**config.mk**
```make
export PLATFORM = sky130hd
export DESIGN_NAME = hz_ctrl
export DESIGN_NICKNAME = d
export VERILOG_FILES = /design/src/rtl/hz_pkg.sv /design/src/rtl/hz_dest_cmp.sv /design/src/rtl/hz_opnd_sel.sv /design/src/rtl/hz_stall.sv /design/src/rtl/hz_ctrl.sv
export SDC_FILE = /design/constraint.sdc
export NUM_CORES = 1
export LEC_CHECK = 0
export ABC_AREA = 1
export BUFFER_PORTS_ARGS = -buffer_cell sky130_fd_sc_hd__buf_2
export CORE_MARGIN = 1.5
export CORE_UTILIZATION = 42
export DETAILED_ROUTE_END_ITERATION = 10
export PLACE_DENSITY = 0.82
export SYNTH_ARGS = -nofsm -noshare
export SYNTH_HDL_FRONTEND = slang
export SYNTH_SLANG_ARGS = --single-unit
```
**constraint.sdc**
```tcl
create_clock -name vclk -period 0.8
set_input_delay 0 -clock vclk [all_inputs]
set_output_delay 0 -clock vclk [all_outputs]
set_load 0.02 [all_outputs]
```
**src/rtl/hz_pkg.sv**
```systemverilog
package hz_pkg;
  localparam logic [1:0] OP_NOP = 2'b00;
  localparam logic [1:0] OP_ALU = 2'b01;
  localparam logic [1:0] OP_LD  = 2'b10;
  localparam logic [1:0] OP_ST  = 2'b11;

  localparam logic [1:0] SEL_XM = 2'd0;
  localparam logic [1:0] SEL_MW = 2'd1;
  localparam logic [1:0] SEL_RF = 2'd2;

  function automatic logic writes_rd(input logic [1:0] op);
    return (op == OP_ALU) || (op == OP_LD);
  endfunction

  function automatic logic reads_src1(input logic [1:0] op);
    return op != OP_NOP;
  endfunction

  function automatic logic reads_src2(input logic [1:0] op);
    return (op == OP_ALU) || (op == OP_ST);
  endfunction
endpackage

```
**src/rtl/hz_dest_cmp.sv**
```systemverilog
module hz_dest_cmp #(
  parameter int REG_W = 5
) (
  input  logic [REG_W-1:0] src,
  input  logic             src_used,
  input  logic [REG_W-1:0] dst,
  input  logic             dst_live,
  output logic             hit
);
  always_comb begin
    hit = src_used && dst_live && (dst != '0) && (src == dst);
  end
endmodule

```
**src/rtl/hz_opnd_sel.sv**
```systemverilog
module hz_opnd_sel
  import hz_pkg::*;
#(
  parameter bit BYPASS = 1'b1
) (
  input  logic       hit_xm,
  input  logic       hit_mw,
  output logic [1:0] sel
);
  generate
    if (BYPASS) begin : g_fwd
      always_comb begin
        if (hit_xm)      sel = SEL_XM;
        else if (hit_mw) sel = SEL_MW;
        else             sel = SEL_RF;
      end
    end else begin : g_lock
      logic unused_hits;
      always_comb begin
        unused_hits = hit_xm ^ hit_mw;
        sel         = SEL_RF;
      end
    end
  endgenerate
endmodule

```
**src/rtl/hz_stall.sv**
```systemverilog
module hz_stall
  import hz_pkg::*;
#(
  parameter int REG_W  = 5,
  parameter bit BYPASS = 1'b1
) (
  input  logic [1:0]       fd_op,
  input  logic [REG_W-1:0] fd_rs1,
  input  logic [REG_W-1:0] fd_rs2,
  input  logic [1:0]       dx_op,
  input  logic [REG_W-1:0] dx_rd,
  input  logic [1:0]       xm_op,
  input  logic [REG_W-1:0] xm_rd,
  output logic             stall
);
  localparam int NPROD = 2;

  logic [1:0]       prod_op [NPROD];
  logic [REG_W-1:0] prod_rd [NPROD];
  logic [NPROD-1:0] hit_s1, hit_s2;

  always_comb begin
    prod_op[0] = dx_op;
    prod_rd[0] = dx_rd;
    prod_op[1] = xm_op;
    prod_rd[1] = xm_rd;
  end

  for (genvar p = 0; p < NPROD; p++) begin : g_prod
    hz_dest_cmp #(.REG_W(REG_W)) u_cmp_s1 (
      .src(fd_rs1), .src_used(reads_src1(fd_op)),
      .dst(prod_rd[p]), .dst_live(writes_rd(prod_op[p])), .hit(hit_s1[p]));
    hz_dest_cmp #(.REG_W(REG_W)) u_cmp_s2 (
      .src(fd_rs2), .src_used(reads_src2(fd_op)),
      .dst(prod_rd[p]), .dst_live(writes_rd(prod_op[p])), .hit(hit_s2[p]));
  end

  generate
    if (BYPASS) begin : g_load_use
      always_comb begin
        stall = (dx_op == OP_LD) &&
                (hit_s1[0] || (hit_s2[0] && (fd_op != OP_ST)));
      end
    end else begin : g_interlock
      always_comb begin
        stall = (|hit_s1) || (|hit_s2);
      end
    end
  endgenerate
endmodule

```
**src/rtl/hz_ctrl.sv**
```systemverilog
module hz_ctrl
  import hz_pkg::*;
#(
  parameter int REG_W  = 5,
  parameter bit BYPASS = 1'b1
) (
  input  logic [1:0]       fd_op,
  input  logic [REG_W-1:0] fd_rs1,
  input  logic [REG_W-1:0] fd_rs2,
  input  logic [1:0]       dx_op,
  input  logic [REG_W-1:0] dx_rs1,
  input  logic [REG_W-1:0] dx_rs2,
  input  logic [REG_W-1:0] dx_rd,
  input  logic [1:0]       xm_op,
  input  logic [REG_W-1:0] xm_rs2,
  input  logic [REG_W-1:0] xm_rd,
  input  logic [1:0]       mw_op,
  input  logic [REG_W-1:0] mw_rd,
  output logic             stall,
  output logic [1:0]       fwd_a,
  output logic [1:0]       fwd_b,
  output logic             fwd_st
);
  localparam int NOPND = 2;

  logic [REG_W-1:0] opnd_src  [NOPND];
  logic             opnd_used [NOPND];
  logic [1:0]       opnd_sel  [NOPND];
  logic [NOPND-1:0] hit_xm, hit_mw;
  logic             xm_result_ready, mw_live, st_hit;

  hz_stall #(.REG_W(REG_W), .BYPASS(BYPASS)) u_stall (
    .fd_op(fd_op), .fd_rs1(fd_rs1), .fd_rs2(fd_rs2),
    .dx_op(dx_op), .dx_rd(dx_rd),
    .xm_op(xm_op), .xm_rd(xm_rd),
    .stall(stall));

  // A load in execute/memory has only its address, not its data.
  always_comb begin
    xm_result_ready = (xm_op == OP_ALU);
    mw_live         = writes_rd(mw_op);
    opnd_src[0]     = dx_rs1;
    opnd_used[0]    = reads_src1(dx_op);
    opnd_src[1]     = dx_rs2;
    opnd_used[1]    = reads_src2(dx_op);
  end

  for (genvar k = 0; k < NOPND; k++) begin : g_opnd
    hz_dest_cmp #(.REG_W(REG_W)) u_cmp_xm (
      .src(opnd_src[k]), .src_used(opnd_used[k]),
      .dst(xm_rd), .dst_live(xm_result_ready), .hit(hit_xm[k]));
    hz_dest_cmp #(.REG_W(REG_W)) u_cmp_mw (
      .src(opnd_src[k]), .src_used(opnd_used[k]),
      .dst(mw_rd), .dst_live(mw_live), .hit(hit_mw[k]));
    hz_opnd_sel #(.BYPASS(BYPASS)) u_sel (
      .hit_xm(hit_xm[k]), .hit_mw(hit_mw[k]), .sel(opnd_sel[k]));
  end

  hz_dest_cmp #(.REG_W(REG_W)) u_cmp_st (
    .src(xm_rs2), .src_used(xm_op == OP_ST),
    .dst(mw_rd), .dst_live(mw_live), .hit(st_hit));

  always_comb begin
    fwd_a  = opnd_sel[0];
    fwd_b  = opnd_sel[1];
    fwd_st = BYPASS ? st_hit : 1'b0;
  end

  always_comb begin
    if (BYPASS && fd_op == OP_ST && dx_op == OP_LD && fd_rs2 == dx_rd && fd_rs1 != dx_rd)
      AST_STORE_DATA_WAIVED: assert (!stall);
    if (BYPASS && dx_op != OP_NOP && xm_op == OP_ALU && xm_rd != '0 && dx_rs1 == xm_rd)
      AST_XM_WINS_A: assert (fwd_a == SEL_XM);
    if (dx_rs1 == '0)
      AST_R0_NEVER_FWD_A: assert (fwd_a == SEL_RF);
    if (fd_op == OP_NOP)
      AST_BUBBLE_NO_STALL: assert (!stall);
    if (!BYPASS)
      AST_LOCK_NO_FWD: assert (fwd_a == SEL_RF && fwd_b == SEL_RF && !fwd_st);
    if (dx_op == OP_NOP && xm_op == OP_NOP)
      AST_MW_NO_STALL: assert (!stall);
  end
endmodule

```
==> results of run 1 <==
[power groups by stage]
stage	Sequential (W)	Clock (W)	Combinational, W
after CTS	0	0	0.000637
final	0	0	0.000718
after detailed placement	0	0	0.000580
after global routing	0	0	0.000796
after floorplan	0	0	0.000312
after global placement	0	0	0.000572
[worst max-delay path: stages]
cell	delay [ns]
buf_8	0.08
inv_6	0.03
ha_4	0.25
nand2_1	0.04
inv_1	0.04
nand2_1	0.04
nor2_1	0.09
nand3_1	0.11
a21oi_4	0.14
buf_6	0.13
[cells in the mapped netlist]
cell	n	share of area
o21ai_0	10	0.057
ha_1	4	0.057
xor2_2	1	0.018
a21oi_1	1	0.0057
nand4_1	2	0.014
nor2_1	46	0.20
nand3b_1	1	0.0085
inv_1	33	0.14
nand2_1	67	0.29
xnor2_1	5	0.050
xor2_1	9	0.089
nor3_1	1	0.0057
nand3_1	13	0.074
[cells in the final DEF, fill, tap and decap left out, types with 2 or more instances in the layout]
master / instances
nor2_2: 6
nor2_1: 38
ha_4: 2
xor2_1: 8
ha_1: 2
xnor2_2: 2
nor2_4: 2
nand3_1: 10
inv_2: 2
buf_8: 4
inv_6: 2
inv_4: 3
inv_1: 26
buf_6: 6
nand3_2: 3
buf_4: 15
buf_2: 39
xnor2_1: 3
nand2_1: 66
nand4_1: 2
o21ai_0: 8
[kinds of logic (layout without fill, tap and decap cells)]
group	Yosys count	in the layout
adders and majority gates	4	4
buffers and inverters	33	97
and+or+nand+nor	130	130
AOI/OAI and AO/OA	11	11
xor gates and xnor gates	15	15
[per-layer routing]
| metal | routed length, um | vias to the layer above |
|---|---|---|
| met4 | 72 | 0 |
| li1 | - | 711 |
| met1 | 1319 | 584 |
| met2 | 1509 | 59 |
| met5 | 0 | - |
| met3 | 157 | 8 |
[metrics by stage]
stage	hold WS, ns	instances	instance area (um^2)	TNS (ns)	power [W]
after floorplan	0.1981	193	905.9	-0.006825	0.0003125
after global placement	0.4035	282	1270	-1.003	0.0005717
after detailed placement	0.3967	282	1270	-1.128	0.0005795
after CTS	0.3995	283	1381	-0.5699	0.0006371
after global routing	0.4390	284	1490	-1.039	0.0007960
final	0.3836	284	1490	-0.6284	0.0007180
[cell type report]
cell class | count | share of cell area
Timing Repair Buffer | 64 | 0.2922
Inverter | 33 | 0.09488
Tap cell | 27 | 0.02267
Multi-Input combinational cell | 160 | 0.5903
[what timing repair did]
item / in CTS / in global routing
endpoints found under the setup margin: 6 / 6
resized for setup: 31 / 32
pin swaps: 27 / 17
buffers inserted: 1 / 1
[worst paths after layout]
check	to	cells past startpoint	slack (ns)	startpoint
hold / removal	fwd_st	5	0.38	xm_rs2[4]
setup / recovery	stall	10	-0.17	dx_op[1]
==> impl_results.md, run 1 <==
* Via/cell ratio at ~4.8
* Setup ws final at -0.1697 ns
* First-pass GRT wire length at roughly 4.7 mm
* Fmax at between 1000 and 1500 MHz
* Mux cell area share after synthesis at 0
* Rel. slew slack at 0.7670
* Kind of critical path: in2out
* Compound-cell area share of the yosys netlist at 0.06241
* FILL cells at roughly 170
* Critical Path AT at ~0.97 ns
* Largest net degree at the start of global routing at 9
* Core area at 0.001962 mm^2
* Mean post-synth cell area at approximately 4.6 um^2
* Synth Area in XOR/XNOR at 0.1574
* Syn. warnings at 0
* VDD IR-drop max at approximately 260 uV
* Gr ovfl total at 0
* Initial Util at 0.4496
* Maximum fanout along the worst path at 2
* Setup violations, final at 5
* Lkg Pwr at 0.8581 nW
* Cell area after synthesis at approximately 880 um^2
* Hold_buf cts at 0
* Combinational group share of total power at 1.000
* Die height at between 40 and 50 um
* Layout area overhead at 68.94%
* Status: finished with violations
* RSZ-0062 raised after global routing: yes
* Psw at about 0.00038 W
* Clkbuf count at 0
* Register Area at 0 um^2
* Layout Nets at ~310
* Largest family of logic cells by synthesized area: simple AND/OR/NAND/NOR gates
* Worst-margin pin slew at between 0.3 and 0.4 ns
* Die X-Extent at a little under 50 um
* Initial antenna violation count at 0
* Number of global-route vias before repair at 1235
* Average wire per standard cell at about 11 um
* Antenna Nets Post-Route at 0
* Area share of fa/ha/maj cells after synthesis at 0.05674
* Pre-CTS setup slack at -0.2665 ns
* FFs & Latches at 0
* Synth Area in Simple Gates at 0.5830
* Number of remaining DRC errors at 0
* Cell-internal power at between 0.0003 and 0.0004 W
* Die area at about 0.0024 mm^2
* Multi-input gate area at 879.6 um^2
* Yosys cell types at 13
* Diode count at 0
* Post-synthesis sequential area ratio at 0
* Final Hold Vio Count at 0
* All-Layer GR Usage at 0.2374
* Cell Pwr Density at about 480 mW/mm^2
* Met2 Use GR at 0.4361
* Period utilization at 1.212
* Crit path launch type: input pin
* Vias after detailed routing at between 1000 and 1500
* Syn_nets at approximately 250
* GR Util met1 at 0.2978
* Detailed placer's ending HPWL at 2.279 mm
* Final slew viol count at 0
* Violated checks: setup timing
* CP required at about 0.8 ns
* Max-cap violations at 0
* Post-Syn Instances at a little under 200
* Min Tclk post-route at between 0.9 and 1 ns
* Sw frac at 0.5298
* DRT Pass-1 Iters at 4
* GPL Wtd Cong at roughly 0.9
* Port bufs at 54
* Crit. End Element: output port
* Hold Crit Class: in2out
* Core Rows at 16
* Sequential Power Share at 0
* Detailed Route WL at 3.059 mm
* GR peak layer: met2
* Detailed Route Iter0 Violations at 35
* Global Route met3 Usage at 0.01227
* Layout cells sized above 1 at 0.3541
* Clock power share at 0
* IO Pins at 54
* Util after Layout at 0.7596
Power figures use the tool's default switching activity.
==> run 2: changes to the inputs <==
Settings changed: CORE_UTILIZATION 42 to 45, PLACE_DENSITY 0.82 to 0.83.
Clock period 0.8 ns to 1.1 ns, I/O delays scaled along.
==> impl_results.md, run 2 (same netlist as run 1, synthesis figures left out) <==
* Status: complete, no violations (was finished with violations)
* Hold path cells at 5 (unchanged)
* Util after Layout at 0.6765 (was 0.7596)
* Antenna Nets Post-Route at 0 (unchanged)
* Commonest cells after routing, fill and taps aside: nand2_1 (67), buf_2 (53), nor2_1 (46) (was nand2_1 (66), buf_2 (39), nor2_1 (38))
* Sequential Power Share at 0 (about the same)
* CP required at 1.10 ns (was 0.80 ns)
* Detailed Route Iter0 Violations at 33 (was 35)
* First-pass GRT wire length at 3.877 mm (was 4.712 mm)
* Detailed Route WL at 2.426 mm (was 3.059 mm)
* Hold Crit Class: in2out (unchanged)
* Detailed placer's ending HPWL at 2.188 mm (was 2.279 mm)
* RSZ-0062 raised after global routing: no (was yes)
* Number of global-route vias before repair at 978 (was 1235)
* Via/cell ratio at 4.500 (was 4.796)
* Combinational group share of total power at 1.000 (about the same)
* Setup ws final at 0.09034 ns (was -0.1697 ns)
* Period utilization at 0.9179
* Die X-Extent at 47.28 um (was 48.83 um)
* Core area at 0.001783 mm^2 (was 0.001962 mm^2)
* Crit. End Element: output port (unchanged)
* VDD IR-drop max at 173.4 uV (was 262.3 uV)
* Sw frac at 0.5626 (was 0.5298)
* Gr ovfl total at 0 (unchanged)
* Critical Path AT at 1.01 ns (was 0.97 ns)
* Initial antenna violation count at 0 (unchanged)
* Layout area overhead at 36.74% (was 68.94%)
* Pre-CTS setup slack at 0.02775 ns (was -0.2665 ns)
* Final Hold Vio Count at 0 (unchanged)
* Cell-internal power at 0.0001750 W (was 0.0003376 W)
* Clkbuf count at 0 (unchanged)
* Hold_ws at 0.3944 ns (was 0.3836 ns)
* Setup TNS at 0 ns (was -0.6284 ns)
* Clock power share at 0 (about the same)
* GPL Wtd Cong at 0.8805 (was 0.8969)
* Rel. slew slack at 0.8569 (was 0.7670)
* Port bufs at 54 (unchanged)
* FFs & Latches at 0 (unchanged)
* Fmax at 990.4 MHz
* Maximum fanout along the worst path at 3 (was 2)
* Number of remaining DRC errors at 0 (unchanged)
* Hold_buf cts at 0 (unchanged)
* Cell Pwr Density at 331.6 mW/mm^2 (was 481.8 mW/mm^2)
* Max-cap violations at 0 (unchanged)
* IO Pins at 54 (unchanged)
* All-Layer GR Usage at 0.2328 (was 0.2374)
* Hold_sp: xm_rs2[4] (unchanged)
* Layout Nets at 301 (was 311)
* Critical Path Start: dx_op[0] (was dx_op[1])
* Average wire per standard cell at 8.919 um (was 10.77 um)
* Cts repair resizes at 0 (was 31)
* Final slew viol count at 0 (unchanged)
* Lkg Pwr at 0.7676 nW (was 0.8581 nW)
* Kind of critical path: in2out (unchanged)
* Largest net degree at the start of global routing at 9 (unchanged)
* Post-CTS setup buffer count at 0 (was 1)
* Commonest non-fill, non-tap cell in the layout: nand2_1 (unchanged)
* Psw at 0.0002250 W (was 0.0003804 W)
* Core Rows at 15 (was 16)
* Setup violations, final at 0 (was 5)
* Vias after detailed routing at 1224 (was 1362)
* Die area at 0.002235 mm^2 (was 0.002384 mm^2)
* DRT Pass-1 Iters at 4 (unchanged)
* Register Area at 0 um^2 (unchanged)
* Diode count at 0 (unchanged)
* Die height at 47.28 um (was 48.83 um)
* Min Tclk post-route at ~1.0 ns
* Crit path launch type: input pin (unchanged)
* Worst-margin pin slew at 0.2124 ns (was 0.3459 ns)
* Initial Util at 0.4947 (was 0.4496)
* Layout cells sized above 1 at 0.2389 (was 0.3541)
[run 2: changes by cell type in the layout (fill, tap and decap cells not counted), moves of 4 or more]
cell and delta:
buf_2 +14, buf_4 -15, buf_6 -5, buf_8 -4
inv_1 +5, nor2_1 +8, nor2_2 -6
[run 2: critical path, cell delays in order]
cell	delay [ns]
buf_2	0.11
inv_2	0.05
ha_4	0.26
nand2_1	0.04
inv_1	0.04
nand2_1	0.04
nor2_1	0.09
nand3_1	0.09
a21oi_2	0.15
buf_6	0.13
[run 2: final cells by class]
class,count,area [um^2]
multi-input combinational,160,774.5
fill,193,576.8
timing repair buffer,54,276.5
inverter,33,123.9
tap,25,31.28
[run 2: path summary, 6_finish.rpt]
check | endpoint
worst min-delay path | fwd_st
worst max-delay path | stall
[run 2: metal layers]
layer  wire length (um)  share of wire  track usage
met1               1224           0.50       0.3454
met2               1079           0.44       0.3973
met3                122          0.050     0.003846
met4                  0              0            0
met5                  0              0            0
[run 2: through the flow]
step / std cells / power (W) / area (um^2)
after detailed placement: 272 / 0.0003921 / 1184
after global routing: 272 / 0.0004620 / 1206
after floorplan: 193 / 0.0002206 / 882.1
after global placement: 272 / 0.0003879 / 1184
after CTS: 272 / 0.0003940 / 1184
final: 272 / 0.0004000 / 1206
[run 2: power groups by stage]
stage | Clock, W | Sequential [W] | Combinational [W]
6_report | 0 | 0 | 0.000400
5_1_grt | 0 | 0 | 0.000462
2_1_floorplan | 0 | 0 | 0.000221
4_1_cts | 0 | 0 | 0.000394
3_5_place_dp | 0 | 0 | 0.000392
3_3_place_gp | 0 | 0 | 0.000388
==> run 3: changes to the inputs <==
Settings changed: CORE_MARGIN 1.5 to 2.
==> impl_results.md, run 3 (same netlist as run 1, synthesis figures left out) <==
* Setup violations, final at 0 (unchanged)
* CP most frequent cell: nand2_1 (unchanged)
* Worst-margin pin slew at 0.2439 ns (was 0.2124 ns)
* Gr ovfl total at 0 (unchanged)
* Sequential Power Share at 0 (about the same)
* GPL Wtd Cong at 0.8555 (was 0.8805)
* CP required at 1.10 ns (about the same)
* IO Pins at 54 (unchanged)
* Pre-CTS setup slack at 0.03481 ns (was 0.02775 ns)
* Hold_ws at 0.3894 ns (was 0.3944 ns)
* Largest net degree at the start of global routing at 9 (unchanged)
* All-Layer GR Usage at 0.2116 (was 0.2328)
* VDD IR-drop max at 161.3 uV (was 173.4 uV)
* Cell family with most CP delay: buffers and inverters (unchanged)
* Psw at 0.0002280 W (was 0.0002250 W)
* Register Area at 0 um^2 (unchanged)
* Max-cap violations at 0 (unchanged)
* Layout cells sized above 1 at 0.2510 (was 0.2389)
* Final instance area at 0.001216 mm^2 (was 0.001206 mm^2)
* Number of global-route vias before repair at 988 (was 978)
* Number of remaining DRC errors at 0 (unchanged)
* Placed cells at 274 (was 272)
* Initial Util at 0.4638 (was 0.4947)
* Via/cell ratio at 4.547 (was 4.500)
* Detailed placer's ending HPWL at 2.129 mm (was 2.188 mm)
* Commonest non-fill, non-tap cell in the layout: nand2_1 (unchanged)
* Worst-path cell chain: buf_2 -> inv_2 -> ha_4 -> nand2_1 -> inv_1 -> nand2_1 -> nor2_1 -> nand3_1 -> a21oi_2 -> buf_6 (unchanged)
* Detailed Route Iter0 Violations at 40 (was 33)
* Highest routed layer: met4 (was met3)
* Sw frac at 0.5638 (was 0.5626)
* Port bufs at 54 (unchanged)
* Critical Path AT at 1.01 ns (about the same)
* Period utilization at 0.9144 (was 0.9179)
* Kind of critical path: in2out (unchanged)
* Lkg Pwr at 0.7697 nW (was 0.7676 nW)
* Antenna Nets Post-Route at 0 (unchanged)
* Rel. slew slack at 0.8357 (was 0.8569)
* Commonest cells after routing, fill and taps aside: nand2_1 (67), buf_2 (52), nor2_1 (44) (was nand2_1 (67), buf_2 (53), nor2_1 (46))
* Clock power share at 0 (about the same)
* Crit. End Element: output port (unchanged)
* Crit path launch type: input pin (unchanged)
* Min Tclk post-route at 1.006 ns (was 1.010 ns)
* DRT Pass-1 Iters at 4 (unchanged)
* WP buf/inv at 4 (unchanged)
* Layout Nets at 301 (unchanged)
* CP max stage delay at 0.26 ns (about the same)
* Die height at 48.28 um (was 47.28 um)
* Final slew viol count at 0 (unchanged)
* Clkbuf count at 0 (unchanged)
* Maximum fanout along the worst path at 3 (unchanged)
* First-pass GRT wire length at 3.691 mm (was 3.877 mm)
* Fmax at 994.1 MHz (was 990.4 MHz)
* Crit path to: stall (unchanged)
* Worst path depth at 10 (unchanged)
* Status: complete, no violations (unchanged)
* Metal-1 WL at 1.136 mm (was 1.224 mm)
* Layout area overhead at 37.87% (was 36.74%)
* FFs & Latches at 0 (unchanged)
* Average wire per standard cell at 8.821 um (was 8.919 um)
* Post-Layout Cell Count at 274 (was 272)
* Hold path cells at 5 (unchanged)
* Detailed Route WL at 2.417 mm (was 2.426 mm)
* Area after DPL at 0.001186 mm^2 (was 0.001184 mm^2)
* RSZ-0062 raised after global routing: no (unchanged)
* Cell-internal power at 0.0001764 W (was 0.0001750 W)
* Initial antenna violation count at 0 (unchanged)
* Die area at 0.002330 mm^2 (was 0.002235 mm^2)
* Hold Crit Class: in2out (unchanged)
* Diode count at 0 (unchanged)
* Critical Path Start: dx_op[1] (was dx_op[0])
* Final Hold Vio Count at 0 (unchanged)
* Metal3 WL at 126 um (was 122 um)
* Slowest stage cell, crit path: ha_4 (unchanged)
* Setup ws final at 0.09411 ns (was 0.09034 ns)
* Die X-Extent at 48.28 um (was 47.28 um)
* Core area at 0.001902 mm^2 (was 0.001783 mm^2)
* Combinational group share of total power at 1.000 (about the same)
* Vias after detailed routing at 1246 (was 1224)
* WL met2 at 1.145 mm (was 1.079 mm)
* Cell Pwr Density at 332.5 mW/mm^2 (was 331.6 mW/mm^2)
* Core Rows at 16 (was 15)
* Setup TNS at 0 ns (unchanged)
## run 3: cell types whose count changed in the layout (fill, tap and decap cells not counted)
cell    change
buf_2       -1
buf_4       +1
inv_1       -1
inv_2       +1
nor2_1      -2
nor2_2      +2
## run 3: power by group through the flow
stage                     combinational, W  sequential [W]  clock [W]
after floorplan                   0.000221               0          0
after global placement            0.000388               0          0
after detailed placement          0.000391               0          0
after CTS                         0.000393               0          0
after global routing              0.000466               0          0
final                             0.000404               0          0
## run 3: how the worst min path moves through the flow
stage / startpoint / end / slack [ns]
floorplan: xm_rs2[4] / fwd_st / 0.20
global placement: xm_rs2[4] / fwd_st / 0.39
detailed placement: xm_rs2[4] / fwd_st / 0.40
CTS: xm_rs2[4] / fwd_st / 0.40
global route: xm_rs2[4] / fwd_st / 0.45
finish: xm_rs2[4] / fwd_st / 0.39
## run 3: metal layers
layer	vias up	global-route usage
li1	686	-
met1	513	0.2980
met2	43	0.3842
met3	4	0
met4	0	0
met5	-	0
## run 3: final cells by class
class                           count  area (um^2)
Tap cell                           27        33.78
Inverter                           33        123.9
Timing Repair Buffer               54        279.0
Fill cell                         207        685.7
Multi-Input combinational cell    160        779.5
## run 3: repair_timing
action                     in CTS  in global routing
hold buffers                    0                  0
setup endpoints to repair       0                  3
setup buffers                   0                  0
gates resized for setup         0                 10
## run 3: through the flow
| step | power, W | util |
|---|---|---|
| final | 0.0004044 | 0.6395 |
| after global placement | 0.0003882 | 0.6237 |
| after floorplan | 0.0002206 | - |
| after detailed placement | 0.0003907 | 0.6237 |
| after CTS | 0.0003929 | 0.6237 |
| after global routing | 0.0004660 | 0.6395 |
